**config.mk**
```make
export PLATFORM = sky130hd
export DESIGN_NAME = ift_translator
export DESIGN_NICKNAME = d
export VERILOG_FILES = /design/src/rtl/ift_pkg.sv /design/src/rtl/ift_route.sv /design/src/rtl/ift_compose.sv /design/src/rtl/ift_finish.sv /design/src/rtl/ift_translator.sv
export SDC_FILE = /design/constraint.sdc
export NUM_CORES = 1
export LEC_CHECK = 0
export ABC_AREA = 1
export BUFFER_PORTS_ARGS = -buffer_cell sky130_fd_sc_hd__buf_2
export CAP_MARGIN = 20
export CORE_ASPECT_RATIO = 1.5
export CORE_MARGIN = 4
export CORE_UTILIZATION = 42
export DETAILED_ROUTE_END_ITERATION = 7
export PLACE_DENSITY = 0.91
export RECOVER_POWER = 100
export SLEW_MARGIN = 0
export SYNTH_ARGS = -nofsm -noshare
export SYNTH_HDL_FRONTEND = slang
export SYNTH_SLANG_ARGS = --single-unit
```
**constraint.sdc**
```tcl
create_clock -name clk -period 2.1 [get_ports clk]
set_clock_uncertainty 0.2 [all_clocks]
set_input_delay 0.105 -clock clk [delete_from_list [all_inputs] [get_ports clk]]
set_output_delay 0.105 -clock clk [all_outputs]
set_load 0.02 [all_outputs]
```
**src/rtl/ift_pkg.sv**
```systemverilog
package ift_pkg;
  typedef enum logic [1:0] {
    FLT_NONE = 2'd0,
    FLT_ACV  = 2'd1,
    FLT_MISS = 2'd2,
    FLT_MCHK = 2'd3
  } flt_e;

  typedef enum logic [2:0] {
    RT_PRIV  = 3'd0,
    RT_PHYS  = 3'd1,
    RT_BADVA = 3'd2,
    RT_SUPER = 3'd3,
    RT_TLB   = 3'd4
  } route_e;
endpackage

```
**src/rtl/ift_route.sv**
```systemverilog
module ift_route import ift_pkg::*; #(
  parameter int VA_W    = 64,
  parameter int VA_IMPL = 48,
  parameter int SP_LO   = 41,
  parameter int SP_TAG  = 126
) (
  input  logic [VA_W-1:0] va,
  input  logic            pc_lsb,
  input  logic            phys,
  output route_e          route
);
  localparam int SP_W = VA_IMPL - SP_LO;

  logic [VA_W-VA_IMPL:0] top_bits;
  logic canon, window;

  assign top_bits = va[VA_W-1:VA_IMPL-1];
  assign canon    = (&top_bits) | ~(|top_bits);
  assign window   = (va[VA_IMPL-1:SP_LO] == SP_W'(SP_TAG));

  always_comb begin
    if (pc_lsb)      route = RT_PRIV;
    else if (phys)   route = RT_PHYS;
    else if (!canon) route = RT_BADVA;
    else if (window) route = RT_SUPER;
    else             route = RT_TLB;
  end
endmodule

```
**src/rtl/ift_compose.sv**
```systemverilog
module ift_compose import ift_pkg::*; #(
  parameter int VA_W       = 64,
  parameter int PA_W       = 44,
  parameter int PAGE_SHIFT = 13,
  parameter int PPN_W      = 32,
  parameter int MODE_W     = 2,
  parameter int EXT_BIT    = 40,
  parameter int KERNEL     = 0,
  localparam int NMODE     = 1 << MODE_W
) (
  input  route_e            route,
  input  logic [VA_W-1:0]   va,
  input  logic [MODE_W-1:0] mode,
  input  logic              hit,
  input  logic [PPN_W-1:0]  ppn,
  input  logic [NMODE-1:0]  xre,
  output logic [VA_W-1:0]   raw,
  output flt_e              flt,
  output logic              chk
);
  localparam logic [VA_W-1:0] IMPL_MASK = {{(VA_W-PA_W){1'b0}}, {PA_W{1'b1}}};

  logic [VA_W-1:0] page_base, page_off;

  assign page_base = VA_W'(ppn) << PAGE_SHIFT;
  assign page_off  = VA_W'({va[PAGE_SHIFT-1:2], 2'b00});

  always_comb begin
    raw = '0;
    flt = FLT_NONE;
    chk = 1'b1;
    unique case (route)
      RT_PRIV: begin
        raw = {va[VA_W-1:2], 2'b00} & IMPL_MASK;
        chk = 1'b0;
      end
      RT_PHYS:  raw = va;
      RT_BADVA: flt = FLT_ACV;
      RT_SUPER: begin
        if (mode != MODE_W'(KERNEL)) begin
          flt = FLT_ACV;
        end else begin
          raw = va & IMPL_MASK;
          if (raw[EXT_BIT]) raw[PA_W-1:EXT_BIT] = '1;
          else              raw[VA_W-1:EXT_BIT] = '0;
        end
      end
      default: begin
        if (!hit) begin
          flt = FLT_MISS;
        end else begin
          raw = page_base | page_off;
          if (!xre[mode]) flt = FLT_ACV;
        end
      end
    endcase
  end
endmodule

```
**src/rtl/ift_finish.sv**
```systemverilog
module ift_finish import ift_pkg::*; #(
  parameter int VA_W   = 64,
  parameter int PA_W   = 44,
  parameter int CLR_LO = 35,
  localparam int CLR_HI = PA_W - 2
) (
  input  logic [VA_W-1:0] raw,
  input  flt_e            flt_in,
  input  logic            chk,
  output logic [PA_W-1:0] pa,
  output logic            uc,
  output flt_e            flt
);
  always_comb begin
    pa  = '0;
    uc  = 1'b0;
    flt = flt_in;
    if (flt_in == FLT_NONE) begin
      if (chk && (|raw[VA_W-1:PA_W])) begin
        flt = FLT_MCHK;
      end else begin
        pa = raw[PA_W-1:0];
        if (chk && pa[PA_W-1]) begin
          uc = 1'b1;
          pa[CLR_HI:CLR_LO] = '0;
        end
      end
    end
  end
endmodule

```
**src/rtl/ift_translator.sv**
```systemverilog
module ift_translator import ift_pkg::*; #(
  parameter int VA_W       = 64,
  parameter int VA_IMPL    = 48,
  parameter int PA_W       = 44,
  parameter int PAGE_SHIFT = 13,
  parameter int PPN_W      = 32,
  parameter int ASN_W      = 8,
  parameter int MODE_W     = 2,
  parameter int SP_LO      = 41,
  parameter int SP_TAG     = 126,
  parameter int EXT_BIT    = 40,
  parameter int CLR_LO     = 35,
  parameter int KERNEL     = 0,
  localparam int VPN_W     = VA_IMPL - PAGE_SHIFT,
  localparam int NMODE     = 1 << MODE_W
) (
  input  logic              clk,
  input  logic              rst,
  input  logic              in_valid,
  output logic              in_ready,
  input  logic [VA_W-1:0]   in_va,
  input  logic              in_pc_lsb,
  input  logic              in_phys,
  input  logic [MODE_W-1:0] in_mode,
  input  logic [ASN_W-1:0]  in_asn,
  output logic              lk_req,
  output logic [VPN_W-1:0]  lk_vpn,
  output logic [ASN_W-1:0]  lk_asn,
  input  logic              lk_hit,
  input  logic [PPN_W-1:0]  lk_ppn,
  input  logic [NMODE-1:0]  lk_xre,
  output logic              out_valid,
  input  logic              out_ready,
  output logic [PA_W-1:0]   out_pa,
  output logic              out_uncached,
  output logic [1:0]        out_fault
);
  route_e          route;
  logic [VA_W-1:0] raw;
  flt_e            pre_flt, fin_flt;
  logic            chk;
  logic [PA_W-1:0] fin_pa;
  logic            fin_uc;

  ift_route #(
    .VA_W(VA_W), .VA_IMPL(VA_IMPL), .SP_LO(SP_LO), .SP_TAG(SP_TAG)
  ) u_route (
    .va(in_va), .pc_lsb(in_pc_lsb), .phys(in_phys), .route(route)
  );

  assign lk_req = in_valid && (route == RT_TLB);
  assign lk_vpn = in_va[VA_IMPL-1:PAGE_SHIFT];
  assign lk_asn = in_asn;

  ift_compose #(
    .VA_W(VA_W), .PA_W(PA_W), .PAGE_SHIFT(PAGE_SHIFT), .PPN_W(PPN_W),
    .MODE_W(MODE_W), .EXT_BIT(EXT_BIT), .KERNEL(KERNEL)
  ) u_compose (
    .route(route), .va(in_va), .mode(in_mode), .hit(lk_hit),
    .ppn(lk_ppn), .xre(lk_xre), .raw(raw), .flt(pre_flt), .chk(chk)
  );

  ift_finish #(
    .VA_W(VA_W), .PA_W(PA_W), .CLR_LO(CLR_LO)
  ) u_finish (
    .raw(raw), .flt_in(pre_flt), .chk(chk),
    .pa(fin_pa), .uc(fin_uc), .flt(fin_flt)
  );

  assign in_ready = !out_valid || out_ready;

  always_ff @(posedge clk) begin
    if (rst) begin
      out_valid    <= 1'b0;
      out_pa       <= '0;
      out_uncached <= 1'b0;
      out_fault    <= FLT_NONE;
    end else if (in_ready) begin
      out_valid <= in_valid;
      if (in_valid) begin
        out_pa       <= fin_pa;
        out_uncached <= fin_uc;
        out_fault    <= fin_flt;
      end
    end
  end
endmodule

```
==> results of run 1 <==
==> cells in the final DEF (no fill, tap or decap), types with 13 or more instances in the layout <==
master and count:
nand2_1 179, buf_2 108, clkbuf_1 85, dlygate4sd3_1 65
dfxtp_1 48, a21oi_1 47, nor2_1 29, nand3_2 22
nand3_1 18, inv_1 13
==> final cells by class <==
cell class	count	area, µm²	share of cell area
inverters	15	58.8	0.0134
multi-input cells	319	1500	0.341
clock inverters	2	10.0	0.00228
clock buffers	6	82.6	0.0188
flip-flops and latches	48	961	0.219
well taps	78	97.6	0.0222
repair buffers	275	1690	0.384
==> registers in the layout, summed over array words and instances (netlist names) <==
| name | flops |
|---|---|
| out_pa | 44 |
| out_uncached | 1 |
| out_fault | 2 |
| out_valid | 1 |
==> timing repair <==
| action | in CTS | in global routing |
|---|---|---|
| resized for setup | 0 | 8 |
| hold endpoints to repair | 40 | 0 |
| setup endpoints to repair | 0 | 6 |
| buffers inserted | 0 | 6 |
| hold buffers | 65 | 0 |
==> metrics by stage <==
step	std cells	worst slack (ns)
after CTS	737	0.0332
after detailed placement	664	-0.00563
after global placement	664	0.0893
final	743	0.0816
after global routing	743	-0.0156
after floorplan	447	0.314
==> how the worst min path moves through the flow <==
stage,from,depth (start not counted),endpoint
final,lk_ppn[27],5,out_pa[40]$_SDFFE_PP0P_
after global routing,in_asn[6],0,lk_asn[6]
after CTS,in_va[23],5,out_pa[23]$_SDFFE_PP0P_
after detailed placement,in_asn[6],0,lk_asn[6]
after global placement,in_asn[6],0,lk_asn[6]
after floorplan,in_va[4],2,out_pa[4]$_SDFFE_PP0P_
==> layer usage <==
metal / global-route usage / vias to the layer above / routed length (µm)
met1: 0.232 / 1715 / 3670
met2: 0.518 / 242 / 6250
met4: 0.158 / 0 / 680
met5: 0 / - / 0
met3: 0.0439 / 63 / 867
li1: - / 1804 / -
==> critical path: stages <==
cell	delay (ns)
buf_2	0.12
or2_1	0.22
nor2_1	0.10
nand3_1	0.11
nand2_2	0.14
nand3_4	0.11
buf_8	0.20
nand2_1	0.09
nand2_1	0.06
dlygate4sd3_1	0.58
nand3_2	0.08
a21oi_1	0.06
==> cells in the mapped netlist, types with 3 or more instances <==
cell,n
a21oi_1,47
buf_2,5
buf_4,45
clkbuf_1,11
dfxtp_1,48
inv_1,14
nand2_1,179
nand3_1,18
nand3_2,23
nand4_1,3
nor2_1,30
nor3_1,4
o21ai_0,6
==> kinds of logic after synthesis <==
kind of cell / after synthesis / share of synthesized area
and+or+nand+nor: 264 / 0.408
AOI/OAI and AO/OA: 55 / 0.0939
DFF: 48 / 0.325
buffers and inverters: 80 / 0.173
==> power breakdown <==
part           switching [mW]  total [mW]  internal [mW]
logic                   0.363       0.630          0.267
clock network           0.294       0.557          0.263
registers              0.0210       0.971          0.950
total                   0.678        2.16           1.48
==> results.md, run 1 <==
- Status: completed
- Post-synth EDFFs: 0
- Worst slew pin tran: around 0.86 ns
- Synth warn: 0
- Crit path capture type: register
- Drt pass-1 iters: 6
- Fin. Hold Viols: 0
- Max-Cap Viols: 0
- DP Wirelength: 7300 µm
- Die area: 8480 µm²
- Port bufs: approximately 190
- Crit path kind: input port to register
- Placed Area: between 3000 and 4000 µm²
- RR Startpoint: out_valid$_SDFFE_PP0N_
- Initial core utilization: 0.432
- Worst Path Arrival: between 1.5 and 2 ns
- Setup TNS: 0 ns
- Pleak: between 1.5 and 2 nW
- Wire per inst: 15.4 µm
- Worst setup path end: out_pa[19]$_SDFFE_PP0P_
- R2r setup slk: 0.24 ns
- Largest net degree at the start of global routing: 49
- Fin nets: approximately 800
- GRT overflow: 0
- Worst EP required: about 2.1 ns
- Fin crit share: 0.961
- Vert. Die Dim: roughly 110 µm
- Top-area cell type share of the netlist area: 0.325
- CTS tree: built
- Max clock buf depth: 2
- Number of global-route vias before repair: between 3000 and 4000
- Post-synthesis instance total: between 400 and 500
- Post-route DRC: 0
- Final setup viols: 0
- Width of the die: roughly 77 µm
- Peak VDD IR: 0.000276 V
- Synth top area cells: dfxtp_1 32%, nand2_1 23%, buf_4 11%
- # IOs: 210
- R2R Path End: out_pa[5]$_SDFFE_PP0P_
- Top_reg_cell synth: dfxtp_1
- Worst setup SP type: input port
- Rows: 37
- Routability Congestion: ~1
- Reg2Reg Depth: 10
- Synth area leader: dfxtp_1
- Via count: 3824
- Seq cells post-synth: 48
- Register area share after synthesis: 0.325
- Cell Area, Synth: between 2000 and 3000 µm²
- Final total power: 2.16 mW
- Final min period: slightly above 2 ns
- Design Area, Final: roughly 4400 µm²
- Routed Antenna Nets: 0
- Worst-Skew Late Latency: roughly 0.29 ns
- Final Core Density: 0.642
- Layout fillers: about 600
- Fin. max-slew vios: 0
- Cts bufs inserted: 5
- Post-synthesis to final-layout area growth: 48.6%
- Core Area: 6850 µm²
- CP max FO: 29
- Root Buffer: clkbuf_8
- CTS sink count: 48
- Fmax achieved: ~500 MHz
- Yosys cell types: 23
- Vias per cell: about 5.1
- Power Dens Cells: between 400 and 500 nW/µm²
- Syn Area/Cell: between 6 and 7 µm²
- Post-synth ARST share: 0
- Initial DRC count: approximately 170
- Crit path launch: in_va[47]
- First-pass GRT wire length: ~18000 µm
- Min-Delay Path Class: input port to register
- Total wire length: roughly 11000 µm
- N_diodes: 0
- Layout cells sized above 1: 0.250
- Antenna violations before repair: 0
- Hold_ws: around 0.0053 ns
- Reg clk slew, reported paths: 0.09 ns
- Tot GR Track Use: 0.259
- Syn Nets: about 560
- Slew margin rel.: 0.429
- H-tree Lvls: 2
No activity file was read; power rests on OpenSTA's default activity.
==> run 2, diff against run 1 <==
--- a/config.mk
+++ b/config.mk
@@ -8,7 +8,6 @@
 export ABC_AREA = 1
 export BUFFER_PORTS_ARGS = -buffer_cell sky130_fd_sc_hd__buf_2
 export CAP_MARGIN = 20
-export CORE_ASPECT_RATIO = 1.5
 export CORE_MARGIN = 4
 export CORE_UTILIZATION = 42
 export DETAILED_ROUTE_END_ITERATION = 7
==> results.md, run 2 (synthesis gave the netlist of run 1 again) <==
- Fin crit share: 0.950
- Root Buffer: clkbuf_8
- N_diodes: 0
- R2r setup slk: about 0.27 ns
- Antenna violations before repair: 0
- Worst setup path end: out_pa[17]$_SDFFE_PP0P_
- Via count: approximately 3700
- Final setup viols: 0
- CP max FO: 16
- Largest net degree at the start of global routing: between 40 and 50
- Reg with most FFs: out_pa
- Reg clk slew, reported paths: ~0.090 ns
- Fin. Hold Viols: 0
- Max FFs per register: between 40 and 50
- Final min period: ~2.0 ns
- DP Wirelength: 6920 µm
- CTS tree: built
- Post-synthesis to final-layout area growth: 46.6%
- Total wire length: about 11000 µm
- Pleak: between 1.5 and 2 nW
- Width of the die: ~90 µm
- Pre-CTS setup slack: 0.0596 ns
- Max clock buf depth: 2
- Cts bufs inserted: 5
- Layout cells sized above 1: 0.231
- Peak VDD IR: 0.000309 V
- Routability Congestion: 0.874
- RR Startpoint: out_valid$_SDFFE_PP0N_
- CTS sink count: 48
- Worst EP required: between 2 and 2.5 ns
- Vert. Die Dim: ~92 µm
- Layout fillers: 649
- # IOs: 210
- Die area: between 8000 and 9000 µm²
- Non-Filler Instances: 758
- Number of global-route vias before repair: ~3700
- Power Dens Cells: approximately 500 nW/µm²
- Max-Cap Viols: 0
- Reg2Reg Depth: 10
- Most common cell after layout, fill and taps aside: nand2_1
- Slew margin rel.: 0.686
- First-pass GRT wire length: around 17000 µm
- Fmax achieved: between 500 and 600 MHz
- Largest regs: out_pa: 44 flops, out_fault: 2 flops
- Worst Path Arrival: 2.02 ns
- R2R Path End: out_pa[26]$_SDFFE_PP0P_
- Drt pass-1 iters: 4
- Crit path capture type: register
- Rows: 30
- Most frequent cells in the layout: 180 x nand2_1, 107 x buf_2, 85 x clkbuf_1
- Wire per inst: around 14 µm
- Worst-Skew Late Latency: around 0.29 ns
- Vias per cell: 4.88
- Min-Delay Path Class: input port to register
- Tot GR Track Use: 0.241
- Port bufs: 193
- Initial core utilization: 0.433
- Initial DRC count: about 130
- Crit path kind: input port to register
- H-tree Lvls: 2
- GRT overflow: 0
- Final WS setup: 0.106 ns
- Inst Count DP: approximately 680
- Post-route DRC: 0
- Worst slew pin tran: roughly 0.47 ns
- Status: completed
- Routed Antenna Nets: 0
- Fin nets: ~780
- Crit path launch: in_va[57]
- Worst setup SP type: input port
- Core Area: a little under 7000 µm²
- Fin. max-slew vios: 0
[run 2: layout make-up]
class	count	area (µm²)	share of cell area
repair buffers	272	1650	0.382
multi-input cells	319	1450	0.333
flip-flops and latches	48	961	0.222
well taps	96	120	0.0277
clock buffers	6	82.6	0.0190
inverters	15	58.8	0.0136
clock inverters	2	13.8	0.00317
[run 2: worst min path at each step]
stage | start | endpoint | cells after the start
CTS | in_va[14] | out_pa[14]$_SDFFE_PP0P_ | 5
global route | in_va[14] | out_pa[14]$_SDFFE_PP0P_ | 5
floorplan | in_va[4] | out_pa[4]$_SDFFE_PP0P_ | 2
finish | in_va[14] | out_pa[14]$_SDFFE_PP0P_ | 5
detailed placement | in_asn[6] | lk_asn[6] | 0
global placement | in_asn[6] | lk_asn[6] | 0
[run 2: stage by stage]
step           hold WS [ns]  utilization  instance area, µm²  setup TNS (ns)  total power, mW
2_1_floorplan        0.0478            -                2960               0             1.36
6_report            0.00623        0.635                4340               0             2.16
4_1_cts             0.00145        0.656                4480               0             2.20
3_3_place_gp         0.0102        0.545                3720               0             1.51
3_5_place_dp         0.0102        0.545                3720               0             1.52
5_1_grt             0.00744        0.635                4340        -0.00280             2.28
[run 2: critical path, cell delays in order]
cell and delay (ns):
buf_2 0.11, nor2_2 0.14, nand2_1 0.07, nor2_1 0.13, nand3_1 0.12, nand2_2 0.11
nand3_4 0.10, inv_4 0.09, buf_12 0.14, nand2_1 0.05, nand2_1 0.06, dlygate4sd3_1 0.58
nand3_2 0.07, a21oi_1 0.13
[run 2: what timing repair did]
action,4_1_cts,5_1_grt
resized for setup,0,8
setup endpoints to repair,0,9
endpoints found under the hold margin,40,0
hold buffers,66,0
buffers inserted,0,2
[run 2: per-layer routing]
metal | share of wire | GRT usage
met1 | 0.38 | 0.262
met2 | 0.52 | 0.455
met3 | 0.083 | 0.0648
met4 | 0.021 | 0.0668
met5 | 0 | 0
[run 2: power by group]
part | total (mW) | leakage [nW] | switching, mW | internal, mW
clock | 0.579 | 0.0516 | 0.309 | 0.270
sequential | 0.972 | 0.391 | 0.0221 | 0.950
combinational | 0.611 | 1.51 | 0.349 | 0.263
total | 2.16 | 1.95 | 0.680 | 1.48
